**src/rtl/fpc_pkg.sv**
```systemverilog
package fpc_pkg;
  parameter int DUTY_W = 8;
  typedef logic [DUTY_W-1:0] duty_t;
  localparam duty_t DUTY_FULL = '1;

  function automatic duty_t clamp_duty(input duty_t req, input duty_t lim);
    return (req > lim) ? lim : req;
  endfunction
endpackage

```
**src/rtl/fpc_rst_sync.sv**
```systemverilog
module fpc_rst_sync #(
  parameter int STAGES = 2
) (
  input  logic clk,
  input  logic arst_n,
  output logic srst_n
);
  logic [STAGES-1:0] sync_q;

  always_ff @(posedge clk or negedge arst_n) begin
    if (!arst_n) sync_q <= '0;
    else         sync_q <= {sync_q[STAGES-2:0], 1'b1};
  end

  assign srst_n = sync_q[STAGES-1];
endmodule

```
**src/rtl/fpc_regs.sv**
```systemverilog
module fpc_regs
  import fpc_pkg::*;
#(
  parameter int NCH = 3,
  parameter int AW  = 3
) (
  input  logic                         clk,
  input  logic                         rst_n,
  input  logic                         wr_en,
  input  logic [AW-1:0]                wr_addr,
  input  duty_t                        wr_data,
  input  logic [AW-1:0]                rd_addr,
  input  logic [NCH-1:0]               auto_mode,
  input  logic [NCH-1:0][DUTY_W-1:0]   auto_duty,
  input  logic [NCH-1:0]               startup,
  output duty_t                        rd_data,
  output logic [NCH-1:0][DUTY_W-1:0]   duty_q,
  output logic [NCH-1:0][DUTY_W-1:0]   max_q,
  output logic                         lock_q
);
  localparam int CW = AW - 1;
  localparam logic [AW-1:0] LOCK_ADDR = {1'b1, CW'(NCH)};

  logic [NCH-1:0]             duty_we, max_we;
  logic [NCH-1:0][DUTY_W-1:0] duty_nx;
  logic                       lock_set;

  // next-state / enables
  always_comb begin
    lock_set = wr_en && (wr_addr == LOCK_ADDR) && wr_data[0];
    for (int i = 0; i < NCH; i++) begin
      duty_we[i] = auto_mode[i] || (wr_en && (wr_addr == {1'b0, CW'(i)}));
      duty_nx[i] = auto_mode[i] ? auto_duty[i] : wr_data;
      max_we[i]  = wr_en && !lock_q && (wr_addr == {1'b1, CW'(i)});
    end
  end

  always_ff @(posedge clk or negedge rst_n) begin
    if (!rst_n) begin
      duty_q <= {NCH{DUTY_FULL}};
      max_q  <= {NCH{DUTY_FULL}};
      lock_q <= 1'b0;
    end else begin
      for (int i = 0; i < NCH; i++) begin
        if (duty_we[i]) duty_q[i] <= duty_nx[i];
        if (max_we[i])  max_q[i]  <= wr_data;
      end
      if (lock_set) lock_q <= 1'b1;
    end
  end

  // readback
  always_comb begin
    rd_data = '0;
    if (rd_addr == LOCK_ADDR) rd_data = duty_t'(lock_q);
    for (int i = 0; i < NCH; i++) begin
      if (rd_addr == {1'b0, CW'(i)}) rd_data = startup[i] ? '0 : duty_q[i];
      if (rd_addr == {1'b1, CW'(i)}) rd_data = max_q[i];
    end
  end
endmodule

```
**src/rtl/fpc_channel.sv**
```systemverilog
module fpc_channel
  import fpc_pkg::*;
#(
  parameter int STARTUP_PERIODS = 4
) (
  input  logic  clk,
  input  logic  rst_n,
  input  logic  en,
  input  duty_t cnt,
  input  logic  wrap,
  input  duty_t req_duty,
  input  duty_t max_duty,
  output logic  pwm,
  output logic  startup,
  output duty_t act_duty
);
  localparam int SW = (STARTUP_PERIODS > 0) ? $clog2(STARTUP_PERIODS + 1) : 1;
  localparam logic [SW-1:0] SU_LOAD = SW'(STARTUP_PERIODS);

  logic          en_q;
  logic [SW-1:0] su_q, su_d;
  duty_t         act_q;

  always_comb begin
    su_d = su_q;
    if (!en)                     su_d = '0;
    else if (!en_q)              su_d = SU_LOAD;
    else if (wrap && su_q != '0) su_d = su_q - 1'b1;
  end

  always_ff @(posedge clk or negedge rst_n) begin
    if (!rst_n) begin
      en_q  <= 1'b0;
      su_q  <= '0;
      act_q <= DUTY_FULL;
    end else begin
      en_q <= en;
      su_q <= su_d;
      if (wrap) act_q <= clamp_duty(req_duty, max_duty);
    end
  end

  assign startup  = (su_q != '0);
  assign act_duty = act_q;
  assign pwm      = en_q && (startup || (act_q == DUTY_FULL) || (cnt < act_q));
endmodule

```
**src/rtl/fan_pwm_clamp.sv**
```systemverilog
module fan_pwm_clamp
  import fpc_pkg::*;
#(
  parameter int NCH             = 3,
  parameter int STARTUP_PERIODS = 4,
  localparam int AW             = $clog2(NCH + 1) + 1
) (
  input  logic                    clk,
  input  logic                    rst_n,
  input  logic [NCH-1:0]          chan_en,
  input  logic [NCH-1:0]          auto_mode,
  input  logic [NCH*DUTY_W-1:0]   auto_duty,
  input  logic                    wr_en,
  input  logic [AW-1:0]           wr_addr,
  input  logic [DUTY_W-1:0]       wr_data,
  input  logic [AW-1:0]           rd_addr,
  output logic [DUTY_W-1:0]       rd_data,
  output logic [NCH-1:0]          pwm_out
);
  logic                       rst_sync_n;
  duty_t                      cnt_q;
  logic                       wrap;
  logic [NCH-1:0][DUTY_W-1:0] auto_duty_v, duty_q, max_q, act_q;
  logic [NCH-1:0]             su_act;
  logic                       lock_q;

  assign auto_duty_v = auto_duty;

  fpc_rst_sync #(.STAGES(2)) u_rst (.clk(clk), .arst_n(rst_n), .srst_n(rst_sync_n));

  always_ff @(posedge clk or negedge rst_sync_n) begin
    if (!rst_sync_n) cnt_q <= '0;
    else             cnt_q <= cnt_q + 1'b1;
  end
  assign wrap = (cnt_q == DUTY_FULL);

  fpc_regs #(.NCH(NCH), .AW(AW)) u_regs (
    .clk(clk), .rst_n(rst_sync_n), .wr_en(wr_en), .wr_addr(wr_addr),
    .wr_data(wr_data), .rd_addr(rd_addr), .auto_mode(auto_mode),
    .auto_duty(auto_duty_v), .startup(su_act), .rd_data(rd_data),
    .duty_q(duty_q), .max_q(max_q), .lock_q(lock_q)
  );

  for (genvar i = 0; i < NCH; i++) begin : g_ch
    fpc_channel #(.STARTUP_PERIODS(STARTUP_PERIODS)) u_ch (
      .clk(clk), .rst_n(rst_sync_n), .en(chan_en[i]), .cnt(cnt_q), .wrap(wrap),
      .req_duty(duty_q[i]), .max_duty(max_q[i]), .pwm(pwm_out[i]),
      .startup(su_act[i]), .act_duty(act_q[i])
    );
  end
endmodule

```
**config.mk**
```make
export PLATFORM = sky130hd
export DESIGN_NAME = fan_pwm_clamp
export DESIGN_NICKNAME = d
export VERILOG_FILES = /design/src/rtl/fpc_pkg.sv /design/src/rtl/fpc_rst_sync.sv /design/src/rtl/fpc_regs.sv /design/src/rtl/fpc_channel.sv /design/src/rtl/fan_pwm_clamp.sv
export SDC_FILE = /design/constraint.sdc
export NUM_CORES = 1
export LEC_CHECK = 0
export BUFFER_PORTS_ARGS = -buffer_cell sky130_fd_sc_hd__buf_2
export CAP_MARGIN = 20
export CORE_MARGIN = 5
export CORE_UTILIZATION = 55
export DETAILED_ROUTE_END_ITERATION = 6
export HOLD_SLACK_MARGIN = 0.15
export PLACE_DENSITY = 0.78
export SYNTH_ARGS = -nofsm -noshare
export SYNTH_HDL_FRONTEND = slang
export SYNTH_SLANG_ARGS = --single-unit
```
**constraint.sdc**
```tcl
create_clock -name clk -period 6.6 [get_ports clk]
set_input_delay 0.99 -clock clk [delete_from_list [all_inputs] [get_ports clk]]
set_output_delay 0.99 -clock clk [all_outputs]
set_load 0.01 [all_outputs]
```
==> results.toml, run 1 <==
[clock_network]
cts_resized = 0
cts_tree = "built"
postCtsHoldBufs = 0
clockBufferDepth = 2
cts.clk_slew.worst_paths_ns = 0.08
htree_levels = 3
cts_sinks = 95
clock_latency_ns = 0.36
postCtsSetupRepairBufs = 0
cts_root_buffer = "clkbuf_8"
cts_made_buffers = 9

[global_routing]
grt_pass1_vias = 4831
grt_max_degree = 75
grt.total_usage = 0.2401
antenna_found_initial = 0
grt.overflow.total = 0
grt_pass1_wl_um = 24360

[synthesis]
synth-compound-area-share = 0.1635
synth_area_leaders = "dfstp_2 32%, ha_1 11%, dfrtp_1 9.8%"
ys_warn_count = 0
syn_inst = 627
yosysTopAreaCell = "dfstp_2"
syn_area_um2 = 5876
synth_most_common_cell = "nand2_1"
synthAdderAreaFrac = 0.1107
muxShareOfSynthArea = 0.08092
synthFlopType = "dfstp_2"
avgSynthCellArea_um2 = 9.371
synth_common_cells = "75 x nand2_1, 72 x dfstp_2, 59 x o21ai_0"
synth.top_cell.area_share = 0.3220
async_reset_ff_frac = 1.000
synth_edf_count = 0
synthesis.nets = 726
synth.ff_latch_count = 95
synth_top_family_by_area = "compound AO/OA/AOI/OAI gates"
synth_cell_types = 46
synth-xor-area-share = 0.01342
ys_seq_area_frac = 0.4199
synthSimpleGateAreaFrac = 0.1559

[cells_and_area]
final_cells = 820
final_cell_area_um2 = 6480
antenna-diode-count = 0
syn_to_final_growth_pct = 10.29
fill_cells = 881
drive_gt1_frac = 0.2544
nets = 778

[critical_path]
start_kind = "primary input"
crit_type = "in -> out"
path_max_fanout = 12
slowest_delay_ns = 0.51
arrival_ns = 2.71
required_ns = 5.61
path_cells = "buf_2 > nor2b_1 > nand2_1 > nor2_1 > a222oi_1 > nand2_1 > buf_2"
end_kind = "primary output"
crit_slowest_cell = "nor2b_1"

[floorplanning]
num_rows = 37
dieArea_um2 = 12850
ioPinCount = 58
die_h_um = 113.4
die_w_um = 113.4
core_um2 = 10370
start_util = 0.5666

[routing]
ant_nets = 0
first_pass_iters = 6
drcViolationCount = 0
dr_total_vias = 4823
via_per_inst = 5.882
wl_per_cell_um = 18.01
drtIter0Drc = 501
wl_um = 14770

[sta]
skew_ns = 0.007786
setup_violations = 0
final.setup.tns_ns = 0
fmax_ghz = 0.2704
period_share = 0.5603
worst_pin_slew_ns = 0.8943
finalHoldViolations = 0
maxSlewViolCount = 0
period_minus_slack_ns = 3.698
rsz0062_at_grt = "no"
slew-limit-headroom = 0.4038
whs_ns = 0.2057

[flow_run]
cap_viol_max_count = 0

[placement]
place_inst = 804
placed_area_um2 = 6230
gp_congestion = 0.9291
hpwlAfterDp_um = 11610
port-buffer-count = 57

[hold_path]
hp-class = "reg -> async"

[power]
power.static_leakage_nw = 3.078
ir_drop_uv = 198.8
powerDensity_nw_per_um2 = 257.6

[status]
status = "finished, final reports clean"
==> metrics by stage <==
stage	util	setup slack, ns	power (mW)
floorplan	-	3.763	1.056
global placement	0.6007	2.997	1.194
detailed placement	0.6007	2.972	1.215
CTS	0.6249	2.965	1.676
global route	0.6249	2.697	1.769
finish	0.6249	2.902	1.670
==> flip-flops by register name, indices dropped and copies added, names as in the netlist <==
signal              cells
g_ch.u_ch.en_q          3
cnt_q                   8
u_regs.duty_q          24
u_regs.lock_q           1
g_ch.u_ch.act_duty     24
g_ch.u_ch.su_q          9
u_regs.max_q           24
u_rst.sync_q            2
==> metal layers <==
layer  part of all wire  up-vias  global-route usage
li1                   -     2325                   -
met3              0.060       40             0.04225
met1               0.43     2284              0.3114
met2               0.47      174              0.3973
met4              0.035        0             0.09936
met5                  0        -                   0
==> area by class of cell <==
cell class                 count  area [um^2]  share of cell area
multi-input combinational    461         3085              0.4762
sequential                    95         2471              0.3813
timing repair buffer          60        307.8             0.04750
inverter                      52        195.2             0.03012
clock buffer                  12        176.4             0.02723
tap                          136        170.2             0.02626
clock inverter                 4        73.82             0.01139
==> power by group <==
group          internal, mW  switching (mW)  total [mW]  leakage (nW)
Combinational         0.169           0.244       0.413          1.90
Sequential            0.701           0.102       0.803          1.05
Clock                 0.257           0.197       0.454         0.128
Total                  1.13           0.542        1.67          3.08
==> placed cells by master (no fill, tap or decap), types with 7 or more instances in the layout <==
cell type,n
mux2i_1,34
o21ai_0,59
dfstp_2,72
o21ai_1,26
a21oi_1,18
xnor2_1,7
a222oi_1,7
a31oi_1,28
nand4_1,13
a21o_1,7
inv_1,52
ha_1,52
nor2_1,41
buf_2,57
clkbuf_8,11
nand3_1,32
nor2b_1,10
mux2_2,10
dfrtp_1,22
nand2_1,75
==> critical path, delay by kind of cell <==
family          cells  cell delay [ns]
simple gates        4             1.18
buf+inv             2             0.36
compound gates      1             0.18
==> final timing paths <==
path	to	cells past startpoint	from	slack [ns]
max	rd_data[2]	7	rd_addr[0]	2.90
max reg2reg	g_ch[2].u_ch.act_duty[4]	6	u_regs.max_q[23]	4.54
min reg2reg	g_ch[2].u_ch.su_q[2]	0	u_rst.sync_q[1]	0.21
max in group asynchronous	u_regs.lock_q	1	u_rst.sync_q[1]	5.23
min	g_ch[2].u_ch.su_q[2]	0	u_rst.sync_q[1]	0.21
min in group clk	u_rst.sync_q[1]	0	u_rst.sync_q[0]	0.36
==> cells by family after synthesis <==
| group | count (synthesis) |
|---|---|
| AOI/OAI and AO/OA | 162 |
| xor gates and xnor gates | 9 |
| adders and majority gates | 52 |
| buffers and inverters | 71 |
| DFF | 95 |
| muxes | 45 |
| other | 1 |
| and+or+nand+nor | 192 |
Power figures use the tool's default switching activity.
==> inputs of run 2 (changes only) <==
- clock period: 6.6 -> 3.6 ns (I/O delays scaled with it)
==> run 2 against run 1 <==
Effect of this change: clock skew up 0.0076 ns; critical path depth up 1; routed wire length up 3.0%; non-clock buffer count up 2; first-iteration DRC count down 8.6%; global-route usage up 0.72 points; sequential cell count unchanged; largest cell class unchanged.
==> results.toml, run 2 (synthesized netlist as in run 1, its figures left out) <==
[clock_network]
cts_root_buffer = "clkbuf_8"
cts_made_buffers = 9
cts_resized = 0
clock_latency_ns = 0.37
cts_tree = "built"
clockBufferDepth = 2
cts_sinks = 95
htree_levels = 3
cts.clk_slew.worst_paths_ns = 0.09

[sta]
period_minus_slack_ns = 2.944
period_share = 0.8178
worst_pin_slew_ns = 0.9063
finalHoldViolations = 0
setup_violations = 0
maxSlewViolCount = 0
final.setup.tns_ns = 0
rsz0062_at_grt = "no"
timing.final.ws_setup_ns = 0.6559
slew-limit-headroom = 0.3958
skew_ns = 0.01542
fmax_ghz = 0.3397

[critical_path]
path_max_fanout = 7
crit_type = "reg -> out"
cp_num_buf_inv = 3
critical_path.top_delay_family = "simple AND/OR/NAND/NOR gates"
required_ns = 3.06
start_kind = "flip-flop"
slowest_delay_ns = 0.63
arrival_ns = 2.40
end_kind = "primary output"
path_cells = "inv_1 > ha_1 > nor2b_1 > buf_4 > nor4b_2 > a222oi_1 > nand2_1 > buf_2"
crit_slowest_cell = "nor4b_2"

[cells_and_area]
nets = 780
final_cell_area_um2 = 6439
antenna-diode-count = 0
final_cell_mix = "75 x nand2_1, 72 x dfstp_2, 59 x o21ai_0"
syn_to_final_growth_pct = 9.583
mostFrequentLayoutCell = "nand2_1"
drive_gt1_frac = 0.2551

[power]
pwr-share-seq = 0.506
p_comb_frac = 0.262
p_int_mw = 1.893
power_mw = 2.933
clkPwrFrac = 0.232
p_sw_frac = 0.3544
powerDensity_nw_per_um2 = 455.5
power_switching_mw = 1.039
ir_drop_uv = 372.9
power.static_leakage_nw = 3.059

[floorplanning]
ioPinCount = 58
dieArea_um2 = 12850
die_h_um = 113.4
num_rows = 37
core_um2 = 10370
die_w_um = 113.4
start_util = 0.5666

[placement]
port-buffer-count = 57
hpwlAfterDp_um = 11850
pre_cts_slack_ns = 0.8769
gp_congestion = 0.9540
placed_area_um2 = 6237

[routing]
wl_per_cell_um = 18.52
first_pass_iters = 6
drcViolationCount = 0
via_per_inst = 5.959
ant_nets = 0
wl_um = 15220
dr_total_vias = 4898
drtIter0Drc = 458

[global_routing]
antenna_found_initial = 0
grt_max_degree = 55
grt.total_usage = 0.2473
grt.overflow.total = 0
grt_pass1_vias = 4832
grt_pass1_wl_um = 24960

[flow_run]
cap_viol_max_count = 0

[status]
status = "finished, final reports clean"

[hold_path]
hp-class = "in -> reg"
## run 2: power by group through the flow
stage               clock, mW  sequential, mW  combinational (mW)
detailed placement          0            1.48               0.757
floorplan                   0            1.38               0.554
global route            0.744            1.49               0.880
finish                  0.681            1.48               0.768
global placement            0            1.48               0.710
CTS                     0.702            1.47               0.761
## run 2: worst paths after layout
check | from | slack [ns] | depth (start not counted) | end
max in group asynchronous | u_rst.sync_q[1] | 2.23 | 1 | g_ch[0].u_ch.act_duty[7]
min reg2reg | u_rst.sync_q[0] | 0.37 | 0 | u_rst.sync_q[1]
max reg2reg | cnt_q[1] | 1.28 | 5 | g_ch[1].u_ch.act_duty[6]
min | chan_en[1] | 0.31 | 1 | g_ch[1].u_ch.en_q
max | g_ch[0].u_ch.su_q[0] | 0.66 | 8 | rd_data[7]
min in group asynchronous | u_rst.sync_q[1] | 0.39 | 0 | g_ch[2].u_ch.en_q
## run 2: what timing repair did
action                    CTS  global route
hold endpoints to repair    2             0
hold buffers                1             0
buffers inserted            0             0
## run 2: cell type report
| cell class | count | area [um^2] |
|---|---|---|
| Clock buffer | 11 | 151.4 |
| Clock inverter | 5 | 40.04 |
| Fill cell | 906 | 3931 |
| Inverter | 52 | 195.2 |
| Multi-Input combinational cell | 461 | 3085 |
| Sequential cell | 95 | 2471 |
| Tap cell | 136 | 170.2 |
| Timing Repair Buffer | 62 | 325.3 |
## run 2: routing by layer
metal  share of wire  track usage  wire (um)  vias to the layer above
met5               0            0          0                        -
met1            0.44       0.3230       6625                     2334
li1                -            -          -                     2339
met2            0.46       0.3985       7041                      180
met4           0.046       0.1178        694                        0
met3           0.056      0.04385        859                       45
## run 2: metrics by stage
step	hold slack (ns)	std cells	utilization
finish	0.3054	822	0.6209
global route	0.2862	822	0.6209
CTS	0.2854	822	0.6209
detailed placement	0.3254	805	0.6015
global placement	0.3244	805	0.6015
floorplan	0.2444	627	-
## run 2: worst reg2reg max path: cells and delay by family, from the launching register on
family / cells / cell delay, ns
flops: 1 / 0.49
simple gates: 2 / 0.90
compound gates: 1 / 0.16
fa+ha+maj: 1 / 0.30
buf+inv: 1 / 0.40
==> inputs of run 3 (changes only) <==
- ABC_AREA: not set -> 1
- CORE_UTILIZATION: 55 -> 54
- PLACE_DENSITY: 0.78 -> 0.8
- clock period: 3.6 -> 2.5 ns (I/O delays scaled with it)
==> run 3 against run 2 <==
Effect of this change: die area grew 3.1%; count of clock-buffer cells in the layout grew 4; register-to-register slack lost 0.77 ns; non-clock buffer count grew 4; clock power grew 51%; cell count grew 17%; largest cell class unchanged; synthesized cell count grew 21%; first-iteration DRC count shrank 23%; sequential power grew 40%; global-route usage shrank 1.7 points.
==> results.toml, run 3 <==
[cells_and_area]
nets = 919
antenna-diode-count = 0
final_cell_mix = "235 x nand2_1, 127 x inv_1, 72 x dfstp_2"
finish.utilization = 0.6120
mostFrequentLayoutCell = "nand2_1"
drive_gt1_frac = 0.1915
syn_to_final_growth_pct = 11.15
fill_cells = 992

[floorplanning]
dieArea_um2 = 13250
core_um2 = 10840
start_util = 0.5506
die_h_um = 115.1
num_rows = 38
ioPinCount = 58
die_w_um = 115.1

[sta]
period_share = 0.9314
rsz0062_at_grt = "no"
maxSlewViolCount = 0
period_minus_slack_ns = 2.329
slew-limit-headroom = 0.5758
worst_pin_slew_ns = 0.6333
final.setup.tns_ns = 0
setup_violations = 0
finalHoldViolations = 0
skew_ns = 0.01173
fmax_ghz = 0.4294

[power]
p_int_mw = 2.789
pwr-share-seq = 0.488
powerDensity_nw_per_um2 = 641.1
p_sw_frac = 0.3441
power_switching_mw = 1.463
power.static_leakage_nw = 3.576
p_comb_frac = 0.269
ir_drop_uv = 472.8
clkPwrFrac = 0.243

[clock_network]
cts.clk_slew.worst_paths_ns = 0.09
cts_resized = 0
cts_made_buffers = 9
cts_tree = "built"
postCtsHoldBufs = 4
postCtsSetupRepairBufs = 0
clockBufferDepth = 2
htree_levels = 3
cts_sinks = 95
cts_root_buffer = "clkbuf_8"
clock_latency_ns = 0.38

[critical_path]
path_max_fanout = 8
reg2reg_depth = 10
arrival_ns = 1.95
required_ns = 2.12
start_kind = "flip-flop"
end_kind = "primary output"
crit_type = "reg -> out"
startpoint = "cnt_q[7]"
r2r-start = "u_regs.max_q[7]"

[synthesis]
synthesis.nets = 856
syn_area_um2 = 5968
ys_warn_count = 0
yosysTopAreaCell = "dfstp_2"
synth.ff_latch_count = 95
synthFlopType = "dfstp_2"
synth_cell_types = 32
synth.top_cell.area_share = 0.3170
syn_inst = 757
synth_most_common_cell = "nand2_1"
async_reset_ff_frac = 1.000
synth_common_cells = "235 x nand2_1, 127 x inv_1, 72 x dfstp_2"
avgSynthCellArea_um2 = 7.884
synth_edf_count = 0
ys_seq_area_frac = 0.4134
synth_area_leaders = "dfstp_2 32%, nand2_1 15%, ha_1 11%"

[global_routing]
grt_max_degree = 44
grt.total_usage = 0.2301
grt_pass1_wl_um = 24090
antenna_found_initial = 0
grt_pass1_vias = 5102
grt.overflow.total = 0

[hold_path]
hold_path_startpoint = "auto_duty[11]"
hp-class = "in -> reg"
hold_depth = 3

[placement]
hpwlAfterDp_um = 10840
gp_congestion = 0.9128
port-buffer-count = 57

[status]
status = "finished, final reports clean"

[flow_run]
cap_viol_max_count = 0

[routing]
drtIter0Drc = 351
ant_nets = 0
via_per_inst = 5.319
drcViolationCount = 0
dr_total_vias = 5133
first_pass_iters = 5
wl_per_cell_um = 14.54
wl_um = 14030
run 3: area by class of cell:
type / count / area [um^2] / area share
Clock buffer: 15 / 196.4 / 0.02961
Clock inverter: 1 / 8.758 / 0.001320
Inverter: 128 / 481.7 / 0.07261
Multi-Input combinational cell: 520 / 2938 / 0.4429
Sequential cell: 95 / 2471 / 0.3725
Tap cell: 140 / 175.2 / 0.02641
Timing Repair Buffer: 66 / 362.8 / 0.05470
run 3: kinds of logic after synthesis:
family          Yosys count  share of synthesized area
fa+ha+maj                52                     0.1090
flops                    95                     0.4134
buf+inv                 142                    0.09434
other cells               1                  0.0006283
xor+xnor                  9                    0.01321
compound gates          104                     0.1149
simple gates            354                     0.2545
run 3: through the flow:
stage                     setup WS (ns)  power, mW  cell area [um^2]  hold slack [ns]  instances
after floorplan                  0.7256      2.873              5969          0.07941        757
after CTS                        0.1548      4.269              6634           0.1971        965
after global placement           0.5823      3.189              6389           0.1605        945
after detailed placement         0.5403      3.231              6389           0.1611        945
final                            0.1714      4.253              6634           0.2224        965
after global routing            0.01302      4.558              6634           0.2176        965
run 3: path summary, 6_finish.rpt:
kind                       slack (ns)                       end
max                              0.17                pwm_out[1]
min                              0.22         u_regs.duty_q[11]
max reg2reg                      0.51  g_ch[0].u_ch.act_duty[6]
min reg2reg                      0.32                  cnt_q[4]
max in group asynchronous        1.45          u_regs.max_q[11]
min in group asynchronous        0.32           u_rst.sync_q[1]
run 3: per-layer routing:
metal / global-route usage / up-vias / wire length, um
met1: 0.3211 / 2294 / 6535
li1: - / 2622 / -
met2: 0.3499 / 185 / 6173
met3: 0.05421 / 32 / 921
met5: 0 / - / 0
met4: 0.08451 / 0 / 401
run 3: power groups by stage:
stage               registers, mW  logic [mW]  clock network (mW)
floorplan                    2.01       0.863                   0
global placement             2.09        1.10                   0
detailed placement           2.09        1.14                   0
CTS                          2.07        1.15                1.06
global route                 2.10        1.34                1.12
finish                       2.07        1.14                1.03
run 3: critical path: stages (launching register included):
cell and delay (ns):
dfrtp_1 0.52, ha_1 0.37, a21oi_1 0.16, o31a_1 0.15, nand2_1 0.05, a21boi_0 0.17, buf_2 0.16
